--- config.mk ---
export PLATFORM = sky130hd
export DESIGN_NAME = sdisp_byte_writer
export DESIGN_NICKNAME = d
export VERILOG_FILES = /design/src/rtl/sdw_pkg.sv /design/src/rtl/sdw_half_timer.sv /design/src/rtl/sdw_bit_shifter.sv /design/src/rtl/sdw_frame_ctrl.sv /design/src/rtl/sdisp_byte_writer.sv
export SDC_FILE = /design/constraint.sdc
export NUM_CORES = 1
export LEC_CHECK = 0
export BUFFER_PORTS_ARGS = -buffer_cell sky130_fd_sc_hd__buf_2
export CAP_MARGIN = 0
export CORE_ASPECT_RATIO = 0.8
export CORE_MARGIN = 5
export CORE_UTILIZATION = 50
export CTS_BUF_LIST = sky130_fd_sc_hd__clkbuf_16
export DETAILED_ROUTE_END_ITERATION = 8
export GPL_ROUTABILITY_DRIVEN = 0
export PLACE_DENSITY = 0.72
export SYNTH_ARGS = -nofsm -noshare
export SYNTH_HDL_FRONTEND = slang
export SYNTH_SLANG_ARGS = --single-unit
--- constraint.sdc ---
create_clock -name clk -period 1.9 [get_ports clk]
set_input_delay 0.285 -clock clk [delete_from_list [all_inputs] [get_ports clk]]
set_output_delay 0.285 -clock clk [all_outputs]
set_load 0.01 [all_outputs]
--- src/rtl/sdw_pkg.sv ---
// Shared types for the serial display byte writer.
// Assumes: a single clock domain. The phase encoding is local to this block.
package sdw_pkg;
    typedef enum logic [2:0] {
        PH_IDLE = 3'd0,
        PH_CLR  = 3'd1,
        PH_LOW  = 3'd2,
        PH_HIGH = 3'd3,
        PH_FIN  = 3'd4
    } sdw_phase_t;
endpackage

--- src/rtl/sdw_half_timer.sv ---
// Half-period timer. It counts system cycles while run is high.
// expire is high in the cycle that reaches len, so one half period lasts len+1 cycles.
// Assumes: len is stable while run is high, and restart comes before each half period.
module sdw_half_timer #(
    parameter int DIV_W = 8
) (
    input  logic             clk,
    input  logic             rst_n,
    input  logic             run,
    input  logic             restart,
    input  logic [DIV_W-1:0] len,
    output logic             expire
);
    logic [DIV_W-1:0] cnt_q;

    // Count cycles in the current half period.
    always_ff @(posedge clk) begin
        if (!rst_n)                cnt_q <= '0;
        else if (restart)          cnt_q <= '0;
        else if (run && !expire)   cnt_q <= cnt_q + 1'b1;
    end

    // Flag the last cycle of the half period.
    always_comb expire = run && (cnt_q == len);


    cnt_bound_chk: assert property (@(posedge clk) disable iff (!rst_n)
        run |-> (cnt_q <= len));
endmodule

--- src/rtl/sdw_bit_shifter.sv ---
// MSB-first shift register with a count of the bits still to go.
// load captures a fresh byte. shift moves on to the next bit.
// Assumes: load and shift are never high together.
module sdw_bit_shifter #(
    parameter int DATA_W = 8
) (
    input  logic              clk,
    input  logic              rst_n,
    input  logic              load,
    input  logic              shift,
    input  logic [DATA_W-1:0] din,
    output logic              msb,
    output logic              last
);
    localparam int CNT_W = (DATA_W > 1) ? $clog2(DATA_W) : 1;

    logic [DATA_W-1:0] sh_q;
    logic [CNT_W-1:0]  cnt_q;

    // Hold the byte and step through it, top bit first.
    always_ff @(posedge clk) begin
        if (!rst_n) begin
            sh_q  <= '0;
            cnt_q <= '0;
        end else if (load) begin
            sh_q  <= din;
            cnt_q <= CNT_W'(DATA_W - 1);
        end else if (shift) begin
            sh_q  <= {sh_q[DATA_W-2:0], 1'b0};
            cnt_q <= cnt_q - 1'b1;
        end
    end

    // Present the current bit and mark the final one.
    always_comb begin
        msb  = sh_q[DATA_W-1];
        last = (cnt_q == '0);
    end


    load_cnt_chk: assert property (@(posedge clk) disable iff (!rst_n)
        load |=> (cnt_q == CNT_W'(DATA_W - 1)));


    no_underflow_chk: assert property (@(posedge clk) disable iff (!rst_n)
        shift |-> !last);
endmodule

--- src/rtl/sdw_frame_ctrl.sv ---
// Frame sequencer. Per bit it steps through a clear cycle, a low half and a high half.
// It releases chip select after the final bit and then gives one finish cycle.
// Assumes: expire comes from a timer that it restarts, and last from the bit shifter.
module sdw_frame_ctrl
    import sdw_pkg::*;
(
    input  logic clk,
    input  logic rst_n,
    input  logic start,
    input  logic expire,
    input  logic last,
    output logic accept,
    output logic tmr_run,
    output logic tmr_restart,
    output logic sh_shift,
    output logic cs_n,
    output logic sclk_o,
    output logic data_en,
    output logic busy,
    output logic done
);
    sdw_phase_t st_q, st_d;

    // Choose the next phase.
    always_comb begin
        st_d = st_q;
        unique case (st_q)
            PH_IDLE, PH_FIN: st_d = start ? PH_CLR : PH_IDLE;
            PH_CLR:          st_d = PH_LOW;
            PH_LOW:          if (expire) st_d = PH_HIGH;
            PH_HIGH:         if (expire) st_d = last ? PH_FIN : PH_CLR;
            default:         st_d = PH_IDLE;
        endcase
    end

    // Register the phase.
    always_ff @(posedge clk) begin
        if (!rst_n) st_q <= PH_IDLE;
        else        st_q <= st_d;
    end

    // Derive the controls and the line levels from the phase.
    always_comb begin
        accept      = ((st_q == PH_IDLE) || (st_q == PH_FIN)) && start;
        tmr_run     = (st_q == PH_LOW) || (st_q == PH_HIGH);
        tmr_restart = (st_q == PH_CLR) || ((st_q == PH_LOW) && expire);
        sh_shift    = (st_q == PH_HIGH) && expire && !last;
        busy        = (st_q == PH_CLR) || (st_q == PH_LOW) || (st_q == PH_HIGH);
        cs_n        = !busy;
        sclk_o      = !((st_q == PH_CLR) || (st_q == PH_LOW));
        data_en     = (st_q == PH_LOW) || (st_q == PH_HIGH);
        done        = (st_q == PH_FIN);
    end


    start_busy_chk: assert property (@(posedge clk) disable iff (!rst_n)
        (busy && start) |=> (busy || done));
endmodule

--- src/rtl/sdisp_byte_writer.sv ---
// Top of the serial display byte writer.
// It captures the byte, the data/command flag and the divider on acceptance,
// then drives the four-wire link through the sequencer, the timer and the shifter.
// Assumes: start is synchronous to clk. A start while busy is dropped.
module sdisp_byte_writer #(
    parameter int DATA_W = 8,
    parameter int DIV_W  = 8
) (
    input  logic              clk,
    input  logic              rst_n,
    input  logic              start,
    input  logic [DATA_W-1:0] byte_in,
    input  logic              is_data,
    input  logic [DIV_W-1:0]  half_div,
    output logic              cs_n,
    output logic              dc,
    output logic              sclk,
    output logic              sdata,
    output logic              busy,
    output logic              done
);
    logic             accept, tmr_run, tmr_restart, sh_shift;
    logic             expire, last, msb, data_en;
    logic             dc_q;
    logic [DIV_W-1:0] div_q;

    // Capture the byte type and the half-period length at acceptance.
    always_ff @(posedge clk) begin
        if (!rst_n) begin
            dc_q  <= 1'b0;
            div_q <= '0;
        end else if (accept) begin
            dc_q  <= is_data;
            div_q <= half_div;
        end
    end

    sdw_frame_ctrl u_ctrl (
        .clk(clk), .rst_n(rst_n), .start(start), .expire(expire), .last(last),
        .accept(accept), .tmr_run(tmr_run), .tmr_restart(tmr_restart),
        .sh_shift(sh_shift), .cs_n(cs_n), .sclk_o(sclk), .data_en(data_en),
        .busy(busy), .done(done)
    );

    sdw_half_timer #(.DIV_W(DIV_W)) u_timer (
        .clk(clk), .rst_n(rst_n), .run(tmr_run), .restart(tmr_restart),
        .len(div_q), .expire(expire)
    );

    sdw_bit_shifter #(.DATA_W(DATA_W)) u_shift (
        .clk(clk), .rst_n(rst_n), .load(accept), .shift(sh_shift),
        .din(byte_in), .msb(msb), .last(last)
    );

    // Drive the serial lines. Data is cleared outside the bit halves.
    always_comb begin
        sdata = data_en && msb;
        dc    = dc_q;
    end


    dc_hold_chk: assert property (@(posedge clk) disable iff (!rst_n)
        busy |=> $stable(dc));


    bit_clear_chk: assert property (@(posedge clk) disable iff (!rst_n)
        (!cs_n && $fell(sclk)) |-> !sdata);


    rise_stable_chk: assert property (@(posedge clk) disable iff (!rst_n)
        (!cs_n && $rose(sclk)) |-> $stable(sdata));


    done_edge_chk: assert property (@(posedge clk) disable iff (!rst_n)
        done |-> (cs_n && !$past(cs_n)));
endmodule

Word-level counts from Yosys, hierarchy flattened

Index checks and enable logic that the tools add are counted.

Register bits: 31
Latch bits: 0
RAM bits: 0
ROM bits: 0
Bits of input ports: 20
Output and inout bits: 6
Word-level logic and storage cells: 47
Memories: 0

$add $sub $neg: 2
Multipliers: 0
Div/mod/pow operators: 0
$lt $le $gt $ge: 0
Eq/ne operators: 7
Shift operators: 0
Multiplexer cells: 9
Bitwise logic cells: 1
Reduce and logical (&&, ||, !) cells: 22

Operators by type and width:

| cell                                                  | count |
|---|---|
| 2-to-1 mux 8 bit                                      | 2 |
| 2-to-1 mux 3 bit                                      | 5 |
| one-hot mux 3 bit (4 select lines)                    | 1 |
| adder 8 x 1 -> 8 bit, second input constant           | 1 |
| equality test 8 bit                                   | 1 |
| logical AND 1 bit                                     | 7 |
| equality test 3 x 2 -> 1 bit, second input constant   | 2 |
| zero test 3 bit                                       | 2 |
| logical OR 1 bit                                      | 5 |
| zero test 1 bit                                       | 4 |
| inequality test 2 x 1 -> 1 bit, second input constant | 2 |
| OR reduction 2 bit                                    | 2 |
| equality test 3 x 1 -> 1 bit, second input constant   | 1 |
| equality test 3 bit, second input constant            | 1 |
| subtractor 3 x 1 -> 3 bit, second input constant      | 1 |
| AND reduction 2 bit                                   | 1 |
| nonzero test 2 bit                                    | 1 |
| 2-to-1 mux 1 bit                                      | 1 |
| inverter 1 bit                                        | 1 |

Depth between registers and ports, before layout

Word-level depth: 7
Mapped depth: 8
Mapped depth without buffers: 7

Hierarchy

Synthesis repeated with hierarchy kept, for this count alone.

Cells, all modules: 159
Area, all modules: 1569.0 µm²

Modules (own cells, without submodules):

| module            | times used | cells each | area each (µm²) | sequential area each (µm²) |
|---|---|---|---|---|
| sdw_bit_shifter   | 1          | 51         | 563.0           | 220.2 |
| sdw_half_timer    | 1          | 55         | 481.7           | 160.2 |
| sdisp_byte_writer | 1          | 29         | 344.1           | 180.2 |
| sdw_frame_ctrl    | 1          | 24         | 180.2           | 60.1 |

Worst setup path after synthesis

No wires, ideal clock.

Kind: register to register
Start point: register u_timer.cnt_q[3]
End point: register u_shift.cnt_q[1]
Setup time: 0.115 ns
Arrival time: 1.584 ns
Data required time: 1.785 ns
Slack: 0.201 ns
Stages on the path, launching flop included: 7
Buffers on the path: 1
Period minus slack after synthesis: 1.699 ns
Path through: dfxtp_1 > xor2_1 > nor4_2 > nand3_1 > buf_4 > mux2i_1 > o21a_1

Longest elaborated chain between the ends: 5

Ends and longest elaborated chain:

| what                                | RTL line              | source |
|---|---|---|
| from (decl)                         | sdw_half_timer.sv:14  | `logic [DIV_W-1:0] cnt_q;` |
| from (signal assigned)              | sdw_half_timer.sv:20  | `else if (run && !expire) cnt_q <= cnt_q + 1'b1;` |
| equality test 8 bit                 | sdw_half_timer.sv:24  | `always_comb expire = run && (cnt_q == len);` |
| logical AND 1 bit                   | sdw_half_timer.sv:24  |  |
| logical AND 1 bit (2 in a row)      | sdw_frame_ctrl.sv:47  | `sh_shift = (st_q == PH_HIGH) && expire && !last;` |
| nonzero test 2 bit (no source line) | --                    |  |
| to (signal assigned)                | sdw_bit_shifter.sv:27 | `cnt_q <= CNT_W'(DATA_W - 1);` |
| to (signal assigned)                | sdw_bit_shifter.sv:30 | `cnt_q <= cnt_q - 1'b1;` |
| to (decl)                           | sdw_bit_shifter.sv:18 | `logic [CNT_W-1:0] cnt_q;` |

No other way between the ends.
A chain may end at the register's enable or synchronous reset.

Worst setup path after layout

Start point: register u_timer.cnt_q[3]
End point: register u_timer.cnt_q[0]

Longest elaborated chain between the ends: 5
Elaborated cells on any way between the ends: 7
Those cells by class: eq/ne: 1; reduce/logical: 6

Ends and longest elaborated chain:

| what                                | RTL line             | source |
|---|---|---|
| equality test 8 bit *               | sdw_half_timer.sv:24 |  |
| logical AND 1 bit *                 | sdw_half_timer.sv:24 |  |
| logical AND 1 bit                   | sdw_frame_ctrl.sv:46 | `tmr_restart = (st_q == PH_CLR) \|\| ((st_q == PH_LOW) && expire);` |
| logical OR 1 bit                    | sdw_frame_ctrl.sv:46 |  |
| OR reduction 2 bit (no source line) | --                   |  |

Mark *: on every way between the ends. The rest lies on a longest branch, timed or not.

==> run metrics <==
Setup TNS 0 ns; maximum root-to-sink buffer count 2; Worst Hold Launch is_data; share of post-route cells with drive strength above 1 0.223; clk_lat worst skew 0.27 ns; Core Region 2830 um^2; Tcrit/Tclk final 0.924; Post-Syn Area per Cell 8.69 um^2; #FFs+latches synth 31; dpl cells approximately 240; Worst R2R Start u_timer.cnt_q[3]$_SDFFE_PP0P_; die height between 50 and 60 um; std cell rows 17; die width between 70 and 80 um; Mapped Nets 197; switching pwr 0.851 mW; Slew HR 0.677; total CTS buffers 5; Clock transition at path regs around 0.05 ns; pre-CTS worst setup slack 0.170 ns; Req. time, crit path a little over 2 ns; worst path cell trace xor2_1, nor4_2, and2_1, a21o_2, nor2_1; Post-layout nets 228; cell count after synthesis 174; Combinational Power Share 0.306; max incr delay on CP 0.38 ns; WP data arrival between 1.5 and 2 ns; die area 4230 um^2; ant diodes 0; I/O pins 26; Compound-Gate Fraction of Synth Area 0.180; Synth Cell Area 1510 um^2; status complete, no violations; Worst Setup End Kind register; vias in the first global route 1134; Seq/Total Area, Yosys 0.411; Synth Area in XOR/XNOR 0.0811; CTS H-tree depth 2; post-synth top area cell dfxtp_1; Worst Hold Path EP dc$_SDFFE_PN0P_; hold crit path type input pin to register; Post-Route WL 3110 um; clock sink total 31; Final Hold Fails 0; DR iter-0 viols 89; vias per inst 5.14; # DRC 0; Post-Synth Simple-Gate Area 0.206; Worst path slowest cell and2_1; TritonCTS clock tree yes; Post-Layout Cell Count ~240; root buf cell clkbuf_16; number of library cell types mapped by synthesis 35; Max FO, Critical Path 10; Power, Total 2.73 mW; worst hold stages 3; final setup margin 0.145 ns; largest family of logic cells by synthesized area simple AND/OR/NAND/NOR gates; leakage 0.865 nW; hold-fix buffers at CTS 0; DR vias 1255; mux contribution to synthesized area 0.0596; Worst Hold Slack around 0.26 ns; min Tclk post-route 1.76 ns; fillers 228; Clock Skew 0.00116 ns; initial antenna violation count 0; first-pass GRT wire length 5110 um; largest net degree at the start of global routing 26; Antenna Violating Nets Remaining 0; Total GRT Usage 0.157; CP startpoint kind register; yosys warns 0; Core Util, Final 0.669; Register-to-Register Path Depth 5; Pins Over Slew Limit 0; main area contributors after synthesis dfxtp_1 41%, nand2_1 6.2%, mux2i_1 6.0%, a21boi_0 5.5%, a21oi_1 4.6%; Synth Area in Adders 0.0248; Setup-failing EPs final 0; internal power 1.88 mW; Avg WL per Cell around 13 um; DRT Pass-1 Iters 4; worst reg2reg path endpoint u_timer.cnt_q[0]$_SDFFE_PP0P_; sw frac 0.312; grt total ovfl 0; DP HPWL 2260 um; peak supply drop around 0.74 mV; area grow syn2layout 25.2%; share of power burned in registers 0.322; placed instance area 1700 um^2; Initial Utilization 0.534; R2R setup slack 0.14 ns; Clk pwr share 0.372; Post-CTS Resized 0; power per cell area roughly 1400 nW/um^2; IO buf count 25; RSZ-0062 raised after global routing false; post-route cell area 1890 um^2; Max Freq 0.570 GHz; WS Path Type register to register; share of Yosys cell area claimed by the top area cell type 0.411; Max Cap Viol 0; Slew @ Worst Pin 0.484 ns; postcts setup bufs 0
-- layout make-up --
| class | instances | area [um^2] | share of cell area |
|---|---|---|---|
| multi-input cells | 131 | 835 | 0.441 |
| flip-flops and latches | 31 | 621 | 0.328 |
| repair buffers | 31 | 183 | 0.0965 |
| clock buffers | 5 | 125 | 0.0661 |
| clock inverters | 3 | 63.8 | 0.0337 |
| well taps | 38 | 47.5 | 0.0251 |
| inverters | 5 | 18.8 | 0.00991 |
-- layout by cell type (no fill, tap or decap), drive strengths merged, types with 2 or more instances in the layout --
| cell | n |
|---|---|
| inv | 6 |
| nor2 | 12 |
| nand4 | 3 |
| xnor2 | 6 |
| a21oi | 15 |
| a21boi | 11 |
| o31a | 2 |
| mux2i | 9 |
| xor2 | 8 |
| and2 | 5 |
| nand3 | 3 |
| nand2b | 2 |
| nor4 | 2 |
| bufinv | 2 |
| nand2 | 25 |
| buf | 31 |
| a21o | 2 |
| dfxtp | 31 |
| ha | 3 |
| nor2b | 2 |
| o21ai | 10 |
| clkbuf | 5 |
| and3 | 2 |
-- flip-flops by register name, summed over array words and instances, names as in the netlist --
| name | cells |
|---|---|
| div_q | 8 |
| u_shift.sh_q | 8 |
| u_shift.cnt_q | 3 |
| u_ctrl.st_q | 3 |
| dc | 1 |
| u_timer.cnt_q | 8 |
-- layer usage --
metal / vias up / routed length, um / track usage / share of wire
met4: 0 / 48 / 0.0483 / 0.015
met5: - / 0 / 0 / 0
li1: 660 / - / - / -
met2: 22 / 1360 / 0.245 / 0.44
met1: 567 / 1560 / 0.201 / 0.50
met3: 6 / 138 / 0.0627 / 0.044
-- cells by family (layout without fill, tap and decap cells) --
| group | Yosys count | count (layout) |
|---|---|---|
| XOR/XNOR | 14 | 14 |
| buffers and inverters | 12 | 44 |
| flip-flops | 31 | 31 |
| AO/OA/AOI/OAI | 44 | 44 |
| AND/OR/NAND/NOR | 61 | 61 |
| adder cells (fa/ha/maj) | 3 | 3 |
| multiplexers | 9 | 9 |
-- power groups by stage --
stage / clock, mW / combinational, mW / sequential (mW)
after global placement: 0 / 0.801 / 0.884
after CTS: 1.03 / 0.836 / 0.876
after detailed placement: 0 / 0.821 / 0.890
after global routing: 1.06 / 0.935 / 0.890
after floorplan: 0 / 0.617 / 0.865
final: 1.02 / 0.835 / 0.878
-- Yosys cell counts, drive strengths merged --
master	n
inv	5
a31oi	1
xor2	8
nor4	2
a21o	2
nor2b	2
buf	2
xnor2	6
nor2	12
mux2i	9
a21oi	15
nand4	3
nand3	3
dfxtp	31
a21boi	11
and3	2
ha	3
o22ai	1
o31ai	1
o21a	1
nor3b	1
nand2	25
and3b	1
nand3b	1
or4	1
and2	5
o31a	2
clkbuf	5
nand2b	2
or3	1
o21ai	10
-- critical path: cells and delay by family (launching register included) --
family / cells / cell delay, ns
simple gates: 3 / 0.81
flops: 1 / 0.35
compound gates: 1 / 0.29
xor+xnor: 1 / 0.19
-- how the worst max path moves through the flow --
stage | startpoint | to | slack, ns
CTS | u_timer.cnt_q[3]$_SDFFE_PP0P_ | u_timer.cnt_q[0]$_SDFFE_PP0P_ | 0.14
floorplan | u_timer.cnt_q[3]$_SDFFE_PP0P_ | u_shift.cnt_q[1]$_SDFFE_PN0P_ | 0.20
global route | u_timer.cnt_q[3]$_SDFFE_PP0P_ | u_timer.cnt_q[0]$_SDFFE_PP0P_ | 0.02
detailed placement | u_timer.cnt_q[3]$_SDFFE_PP0P_ | u_shift.cnt_q[2]$_SDFFE_PN0P_ | 0.17
finish | u_timer.cnt_q[3]$_SDFFE_PP0P_ | u_timer.cnt_q[0]$_SDFFE_PP0P_ | 0.14
global placement | u_timer.cnt_q[3]$_SDFFE_PP0P_ | u_shift.cnt_q[2]$_SDFFE_PN0P_ | 0.23
Power figures use the tool's default switching activity.
